[src/rtl/tod_pkg.sv]
package tod_pkg;
  localparam int ADDR_W = 4;
  localparam int N_ALM  = 2;
  localparam int N_PG   = 2;

  typedef enum logic [ADDR_W-1:0] {
    RA_CTRL    = 4'd0,
    RA_CNT_LO  = 4'd1,
    RA_CNT_HI  = 4'd2,
    RA_ADDEND  = 4'd3,
    RA_ACCUM   = 4'd4,
    RA_PRSC    = 4'd5,
    RA_ALM0_LO = 4'd6,
    RA_ALM0_HI = 4'd7,
    RA_ALM1_LO = 4'd8,
    RA_ALM1_HI = 4'd9,
    RA_PPD0    = 4'd10,
    RA_PPD1    = 4'd11
  } reg_addr_e;

  // control word bit positions
  localparam int B_EN      = 2;
  localparam int B_BYP     = 3;
  localparam int B_SRST    = 5;
  localparam int B_NOALIGN = 14;
  localparam int B_PER     = 16;
  localparam int B_STARTED = 28;
  localparam int B_POL1    = 30;
  localparam int B_POL0    = 31;
endpackage

[src/rtl/tod_step.sv]
module tod_step #(
  parameter int CNT_W = 64,
  parameter int ACC_W = 32,
  parameter int PER_W = 10
) (
  input  logic             clk,
  input  logic             rst,
  input  logic             clr,
  input  logic             en,
  input  logic             byp,
  input  logic [ACC_W-1:0] addend,
  input  logic [PER_W-1:0] period,
  input  logic             acc_wr,
  input  logic [ACC_W-1:0] acc_wdata,
  input  logic             cnt_wr,
  input  logic [CNT_W-1:0] cnt_wdata,
  output logic [CNT_W-1:0] cnt_q,
  output logic [ACC_W-1:0] acc_q,
  output logic             tick
);
  logic [ACC_W:0] sum;

  assign sum  = {1'b0, acc_q} + {1'b0, addend};
  assign tick = en & (byp | sum[ACC_W]);

  always_ff @(posedge clk) begin
    if (rst || clr) begin
      cnt_q <= '0;
      acc_q <= '0;
    end else begin
      if (acc_wr)          acc_q <= acc_wdata;
      else if (en && !byp) acc_q <= sum[ACC_W-1:0];
      if (cnt_wr)          cnt_q <= cnt_wdata;
      else if (tick)       cnt_q <= cnt_q + CNT_W'(period);
    end
  end
endmodule

[src/rtl/tod_alarm.sv]
module tod_alarm #(
  parameter int CNT_W = 64
) (
  input  logic             clk,
  input  logic             rst,
  input  logic             en,
  input  logic             pol,
  input  logic [CNT_W-1:0] cnt,
  input  logic [CNT_W-1:0] target,
  output logic             hit,
  output logic             evt,
  output logic             pin
);
  logic match, match_d;

  assign match = en && (cnt == target);
  assign hit   = match && !match_d;

  always_ff @(posedge clk) begin
    if (rst) begin
      match_d <= 1'b0;
      evt     <= 1'b0;
      pin     <= 1'b0;
    end else begin
      match_d <= match;
      evt     <= hit;
      pin     <= hit ^ pol;
    end
  end
endmodule

[src/rtl/tod_pulse.sv]
module tod_pulse #(
  parameter int PPD_W = 32,
  parameter int PER_W = 10
) (
  input  logic             clk,
  input  logic             rst,
  input  logic             clr,
  input  logic             run,
  input  logic             restart,
  input  logic             tick,
  input  logic [PER_W-1:0] step,
  input  logic [PPD_W-1:0] ppd,
  output logic             evt
);
  logic [PPD_W-1:0] rem;
  logic [PPD_W-1:0] step_w;

  assign step_w = PPD_W'(step);

  always_ff @(posedge clk) begin
    if (rst || clr) begin
      rem <= '0;
      evt <= 1'b0;
    end else begin
      evt <= 1'b0;
      if (restart || !run) begin
        rem <= ppd;
      end else if (tick) begin
        if (rem <= step_w) begin
          evt <= 1'b1;
          rem <= ppd;
        end else begin
          rem <= rem - step_w;
        end
      end
    end
  end
endmodule

[src/rtl/tod_timer.sv]
module tod_timer
  import tod_pkg::*;
#(
  parameter int BUS_W  = 32,
  parameter int PER_W  = 10,
  parameter int PRSC_W = 16,
  parameter int PPD_W  = 32
) (
  input  logic                 clk,
  input  logic                 rst,
  input  logic                 bus_wr,
  input  logic                 bus_rd,
  input  logic [ADDR_W-1:0]    bus_addr,
  input  logic [BUS_W-1:0]     bus_wdata,
  output logic [BUS_W-1:0]     bus_rdata,
  output logic [2*BUS_W-1:0]   time_ns,
  output logic [N_ALM-1:0]     alarm_evt,
  output logic [N_ALM-1:0]     alarm_out,
  output logic [N_PG-1:0]      pulse_evt,
  output logic                 clk_out
);
  localparam int CNT_W = 2 * BUS_W;

  logic                          en_q, byp_q, noalign_q, started;
  logic [1:0]                    csel_q;
  logic [N_ALM-1:0]              pol_q;
  logic [PER_W-1:0]              per_q;
  logic [BUS_W-1:0]              addend_q, lo_stage, hi_shadow;
  logic [PRSC_W-1:0]             prsc_q, div_cnt;
  logic [N_ALM-1:0][CNT_W-1:0]   alm_q;
  logic [N_PG-1:0][PPD_W-1:0]    ppd_q;
  logic [N_ALM-1:0]              alm_hit;
  logic [CNT_W-1:0]              cnt_q;
  logic [BUS_W-1:0]              acc_q;
  logic                          tick;
  logic                          wr_ctrl, srst_wr, cnt_wr, acc_wr;
  logic                          start_now, realign, pg_run;
  logic [BUS_W-1:0]              ctrl_word;

  assign wr_ctrl   = bus_wr && (bus_addr == RA_CTRL);
  assign srst_wr   = wr_ctrl && bus_wdata[B_SRST];
  assign cnt_wr    = bus_wr && (bus_addr == RA_CNT_HI);
  assign acc_wr    = bus_wr && (bus_addr == RA_ACCUM);
  assign realign   = alm_hit[0] && !noalign_q;
  assign start_now = en_q && noalign_q;
  assign pg_run    = started || start_now;
  assign time_ns   = cnt_q;

  // control fields
  always_ff @(posedge clk) begin
    if (rst) begin
      en_q      <= 1'b0;
      byp_q     <= 1'b0;
      noalign_q <= 1'b0;
      csel_q    <= '0;
      pol_q     <= '0;
      per_q     <= '0;
    end else if (wr_ctrl) begin
      en_q      <= bus_wdata[B_EN];
      byp_q     <= bus_wdata[B_BYP];
      noalign_q <= bus_wdata[B_NOALIGN];
      csel_q    <= bus_wdata[1:0];
      pol_q[0]  <= bus_wdata[B_POL0];
      pol_q[1]  <= bus_wdata[B_POL1];
      per_q     <= bus_wdata[B_PER +: PER_W];
    end
  end

  // plain data registers
  always_ff @(posedge clk) begin
    if (rst) begin
      addend_q <= '0;
      prsc_q   <= '0;
      lo_stage <= '0;
    end else if (bus_wr) begin
      if (bus_addr == RA_ADDEND) addend_q <= bus_wdata;
      if (bus_addr == RA_PRSC)   prsc_q   <= bus_wdata[PRSC_W-1:0];
      if (bus_addr == RA_CNT_LO) lo_stage <= bus_wdata;
    end
  end

  // started flag: set by first realignment or by a free-running start
  always_ff @(posedge clk) begin
    if (rst || srst_wr)           started <= 1'b0;
    else if (start_now || realign) started <= 1'b1;
  end

  tod_step #(.CNT_W(CNT_W), .ACC_W(BUS_W), .PER_W(PER_W)) u_step (
    .clk(clk), .rst(rst), .clr(srst_wr), .en(en_q), .byp(byp_q),
    .addend(addend_q), .period(per_q),
    .acc_wr(acc_wr), .acc_wdata(bus_wdata),
    .cnt_wr(cnt_wr), .cnt_wdata({bus_wdata, lo_stage}),
    .cnt_q(cnt_q), .acc_q(acc_q), .tick(tick)
  );

  for (genvar g = 0; g < N_ALM; g++) begin : g_alm
    localparam logic [ADDR_W-1:0] A_LO = ADDR_W'(RA_ALM0_LO) + ADDR_W'(2 * g);
    localparam logic [ADDR_W-1:0] A_HI = A_LO + ADDR_W'(1);

    always_ff @(posedge clk) begin
      if (rst) begin
        alm_q[g] <= '0;
      end else if (bus_wr) begin
        if (bus_addr == A_LO) alm_q[g][BUS_W-1:0]     <= bus_wdata;
        if (bus_addr == A_HI) alm_q[g][CNT_W-1:BUS_W] <= bus_wdata;
      end
    end

    tod_alarm #(.CNT_W(CNT_W)) u_alarm (
      .clk(clk), .rst(rst), .en(en_q), .pol(pol_q[g]),
      .cnt(cnt_q), .target(alm_q[g]),
      .hit(alm_hit[g]), .evt(alarm_evt[g]), .pin(alarm_out[g])
    );
  end

  for (genvar k = 0; k < N_PG; k++) begin : g_pg
    localparam logic [ADDR_W-1:0] A_PD = ADDR_W'(RA_PPD0) + ADDR_W'(k);

    always_ff @(posedge clk) begin
      if (rst)                             ppd_q[k] <= '0;
      else if (bus_wr && bus_addr == A_PD) ppd_q[k] <= PPD_W'(bus_wdata);
    end

    tod_pulse #(.PPD_W(PPD_W), .PER_W(PER_W)) u_pulse (
      .clk(clk), .rst(rst), .clr(srst_wr), .run(pg_run), .restart(realign),
      .tick(tick), .step(per_q), .ppd(ppd_q[k]), .evt(pulse_evt[k])
    );
  end

  // prescaled output clock
  always_ff @(posedge clk) begin
    if (rst || srst_wr) begin
      div_cnt <= '0;
      clk_out <= 1'b0;
    end else if (tick) begin
      if (({1'b0, div_cnt} + 1'b1) >= {1'b0, prsc_q}) begin
        div_cnt <= '0;
        clk_out <= ~clk_out;
      end else begin
        div_cnt <= div_cnt + 1'b1;
      end
    end
  end

  always_comb begin
    ctrl_word                   = '0;
    ctrl_word[B_POL0]           = pol_q[0];
    ctrl_word[B_POL1]           = pol_q[1];
    ctrl_word[B_STARTED]        = started;
    ctrl_word[B_PER +: PER_W]   = per_q;
    ctrl_word[B_NOALIGN]        = noalign_q;
    ctrl_word[B_BYP]            = byp_q;
    ctrl_word[B_EN]             = en_q;
    ctrl_word[1:0]              = csel_q;
  end

  // registered read port with coherent high-word shadow
  always_ff @(posedge clk) begin
    if (rst) begin
      bus_rdata <= '0;
      hi_shadow <= '0;
    end else if (bus_rd) begin
      case (bus_addr)
        RA_CTRL:    bus_rdata <= ctrl_word;
        RA_CNT_LO:  begin
                      bus_rdata <= cnt_q[BUS_W-1:0];
                      hi_shadow <= cnt_q[CNT_W-1:BUS_W];
                    end
        RA_CNT_HI:  bus_rdata <= hi_shadow;
        RA_ADDEND:  bus_rdata <= addend_q;
        RA_ACCUM:   bus_rdata <= acc_q;
        RA_PRSC:    bus_rdata <= BUS_W'(prsc_q);
        RA_ALM0_LO: bus_rdata <= alm_q[0][BUS_W-1:0];
        RA_ALM0_HI: bus_rdata <= alm_q[0][CNT_W-1:BUS_W];
        RA_ALM1_LO: bus_rdata <= alm_q[1][BUS_W-1:0];
        RA_ALM1_HI: bus_rdata <= alm_q[1][CNT_W-1:BUS_W];
        RA_PPD0:    bus_rdata <= BUS_W'(ppd_q[0]);
        RA_PPD1:    bus_rdata <= BUS_W'(ppd_q[1]);
        default:    bus_rdata <= '0;
      endcase
    end
  end
endmodule

[config.mk]
export PLATFORM = sky130hd
export DESIGN_NAME = tod_timer
export DESIGN_NICKNAME = d
export VERILOG_FILES = /design/src/rtl/tod_pkg.sv /design/src/rtl/tod_step.sv /design/src/rtl/tod_alarm.sv /design/src/rtl/tod_pulse.sv /design/src/rtl/tod_timer.sv
export SDC_FILE = /design/constraint.sdc
export NUM_CORES = 2
export LEC_CHECK = 0
export BUFFER_PORTS_ARGS = -buffer_cell sky130_fd_sc_hd__buf_4
export CAP_MARGIN = 30
export CORE_ASPECT_RATIO = 1.4
export CORE_UTILIZATION = 55
export CTS_CLUSTER_SIZE = 40
export DETAILED_ROUTE_END_ITERATION = 6
export PLACE_DENSITY = 0.75
export SYNTH_ARGS = -nofsm -noshare
export SYNTH_HDL_FRONTEND = slang
export SYNTH_SLANG_ARGS = --single-unit
[constraint.sdc]
create_clock -name clk -period 3.5 [get_ports clk]
set_input_delay 0.7 -clock clk [delete_from_list [all_inputs] [get_ports clk]]
set_output_delay 0.7 -clock clk [all_outputs]
set_load 0.03 [all_outputs]
==> metrics.md <==
| Metric | Value |
|---|---|
| Placer Congestion | `1.07` |
| Worst Hold Endpoint | `alm_q[51]$_SDFFE_PP0P_` |
| Port buffer count | `142` |
| Hold Path Origin | `bus_wdata[19]` |
| Kind of end point of the critical path | `register` |
| Net Sw Power | `3870 uW` |
| Number of enable flip-flop cells after synthesis | `0` |
| Reg power frac | `44.5%` |
| CTS Root Cell | `clkbuf_16` |
| Vias in the first global route | `29186` |
| Largest net degree at the start of global routing | `181` |
| DR vias | `31089` |
| CTS Sinks | `539` |
| Setup TNS | `0 ns` |
| Fmax | `299 MHz` |
| Failing checks | `design-rule violations` |
| Slowest CP cell | `fa_1` |
| Final hold vios | `0` |
| Max Slew Vio Count | `0` |
| Initial DRC Count | `3919` |
| Post-synth cell types | `84` |
| Final WL | `126000 um` |
| Syn Nets | `3955` |
| Worst reg2reg setup slack | `0.15 ns` |
| Clock Path Buffers | `3` |
| Outcome | `complete, but fails checks` |
| Post-synthesis cell count | `3832` |
| IO Count | `143` |
| Critical Path RT | `4.09 ns` |
| DRT antenna net count | `0` |
| DR vias/cell | `6.64` |
| Fin crit period | `3.35 ns` |
| FF-to-FF End | `div_cnt[9]$_SDFFE_PP0P_` |
| R2R cell count | `12` |
| Syn avg cell area | `7.69 um2` |
| WS Path Type | `register to register` |
| Initial antenna violation count | `6` |
| CTS tree | `built` |
| Total power | `14200 uW` |
| Worst Skew | `0.0227 ns` |
| Crit Path Max Fanout | `21` |
| Worst-Margin Slew | `1.11 ns` |
| Hold Path Depth | `3` |
| Synthesis-stage register bit count | `539` |
| Startpoint Class | `register` |
| Number of placement rows | `100` |
| Pwr/cell area | `417 nW/um2` |
| Maximum vdd drop | `0.372 mV` |
| Post-detail-place hpwl | `92700 um` |
| Synth Cell Area | `29500 um2` |
| CTS HTree Levels | `2` |
| Avg WL per Cell | `27.0 um` |
| CP arrival | `3.93 ns` |
| Clock network fraction of total power | `44.3%` |
| Switching Fraction | `27.2%` |
| Area Overhead vs Synth | `16.0%` |
| Pre-Repair DR Iteration Count | `7` |
| Most frequent cells in the layout | `805 x nand2_1, 543 x a21oi_1, 536 x dfxtp_1` |
| Layout cells sized above 1 | `13.8%` |
| Register area share after synthesis | `36.6%` |
| Relative slew slack | `25.9%` |
| Max stage delay on crit path | `0.42 ns` |
| Leakage power | `0.0124 uW` |
| Congestion Overflow GR | `0` |
| Drc violations | `6` |
| GRT Util Overall | `45.8%` |
| Max-cap violation count | `0` |
| Nets | `4040` |
| Worst-path clk slew | `0.07 ns` |
| Initial Util | `55.5%` |
| DIE AREA | `54500 um2` |
| Int Pwr | `10400 uW` |
| Worst path most repeated cell | `buf_12` |
| Die Width | `198 um` |
| First-pass GRT wire length | `185000 um` |
| Reg2reg start | `addend_q[0]$_SDFFE_PP0P_` |
| Clk_lat worst skew | `0.66 ns` |
| Share of synthesized registers carrying an async set or reset | `0%` |
| Combinational fraction of design power | `11.2%` |
| Final setup fails | `0` |
| YS warnings | `0` |
| Final cycle utilization of the critical path | `95.6%` |
| Most common cell after layout, fill and taps aside | `nand2_1` |
| Inserted Clock Buffers | `53` |
| Main flop type after synthesis | `dfxtp_1` |
| Core Footprint | `53100 um2` |
| Min-Delay Path Class | `input port to register` |
| Die Y | `276 um` |
| Worst path cell trace | `ha_2, fa_1, a211oi_1, o211ai_2, a41oi_4, nor4b_4, o211ai_4, buf_12, and2_1, buf_12, o21ai_0, a21oi_1` |
==> synth_stat cells, types with 52 or more instances <==
cell      instances  area (um2)
inv_1            82         308
clkbuf_1        288        1080
xor2_1           62         543
xnor2_1         123        1080
dfxtp_1         539       10800
o21ai_0         154         771
a22oi_1          63         473
a21oi_1         545        2730
nor2_1          168         631
nand2_1         806        3030
ha_1             79         988
nor3_1           52         260
==> sequential cells by signal (all words and copies together) (netlist names), 32 cells and up <==
register and flops:
u_step.acc_q 32, bus_rdata 32, addend_q 32, ppd_q 64, g_pg.u_pulse.rem 64, lo_stage 32
alm_q 128, hi_shadow 32, u_step.cnt_q 64
==> critical path, delay by kind of cell, from the launching register on <==
kind                       cells  cell delay, ns
buffers and inverters          2            0.40
and+or+nand+nor                2            0.53
DFF                            1            0.33
AOI/OAI and AO/OA              6            1.37
adders and majority gates      2            0.63
==> cells by family after synthesis <==
family	after synthesis	synth area share (%)
and+or+nand+nor	1364	20.7
adders and majority gates	83	3.63
buffers and inverters	423	5.68
xor gates and xnor gates	185	5.50
muxes	59	2.05
DFF	539	36.6
AOI/OAI and AO/OA	1179	25.8
==> power groups by stage <==
stage               clock network, uW  logic (uW)  registers [uW]
floorplan                           0         817            6480
global placement                    0        1500            6470
detailed placement                  0        1510            6470
CTS                              6300        1520            6330
global route                     6570        1660            6340
finish                           6310        1590            6340
==> stage by stage <==
step | util, % | instance area [um2] | worst slack (ns) | hold WS [ns] | std cells
2_1_floorplan | - | 29500 | 0.00167 | 0.408 | 3832
3_3_place_gp | 60.6 | 32200 | 0.109 | 0.414 | 4574
3_5_place_dp | 60.6 | 32200 | 0.0681 | 0.429 | 4574
4_1_cts | 64.2 | 34000 | 0.0506 | 0.391 | 4672
5_1_grt | 64.4 | 34200 | -0.0661 | 0.402 | 4678
6_report | 64.4 | 34200 | 0.153 | 0.400 | 4680
==> final cells by class <==
type | instances | area, um2
Clock buffer | 72 | 1510
Multi-Input combinational cell | 2870 | 17200
Antenna cell | 6 | 15.0
Sequential cell | 539 | 10800
Fill cell | 4870 | 18900
Inverter | 83 | 312
Tap cell | 714 | 893
Clock inverter | 26 | 369
Timing Repair Buffer | 370 | 3100
==> metal layers <==
metal  vias up  part of all wire, %  global-route usage [%]
met5         -                0.017                       0
met4         4                  9.6                    38.2
met3       615                   12                    10.8
met2      2148                   44                    70.4
met1     14548                   35                    54.1
li1      13774                    -                       -
==> how the worst max path moves through the flow <==
stage	from	end	slack (ns)
after floorplan	div_cnt[2]$_SDFFE_PP0P_	clk_out$_SDFFE_PP0P_	0.002
after global placement	div_cnt[3]$_SDFFE_PP0P_	clk_out$_SDFFE_PP0P_	0.11
after global routing	div_cnt[1]$_SDFFE_PP0P_	div_cnt[3]$_SDFFE_PP0P_	-0.07
final	addend_q[0]$_SDFFE_PP0P_	div_cnt[9]$_SDFFE_PP0P_	0.15
after detailed placement	div_cnt[1]$_SDFFE_PP0P_	clk_out$_SDFFE_PP0P_	0.07
after CTS	addend_q[0]$_SDFFE_PP0P_	u_step.cnt_q[44]$_SDFFE_PP0P_	0.05
==> timing repair <==
item	CTS	global route
buffers inserted	0	2
gates resized for setup	0	27
setup endpoints to repair	0	58
hold buffers	0	0
No activity file was read; power rests on OpenSTA's default activity.
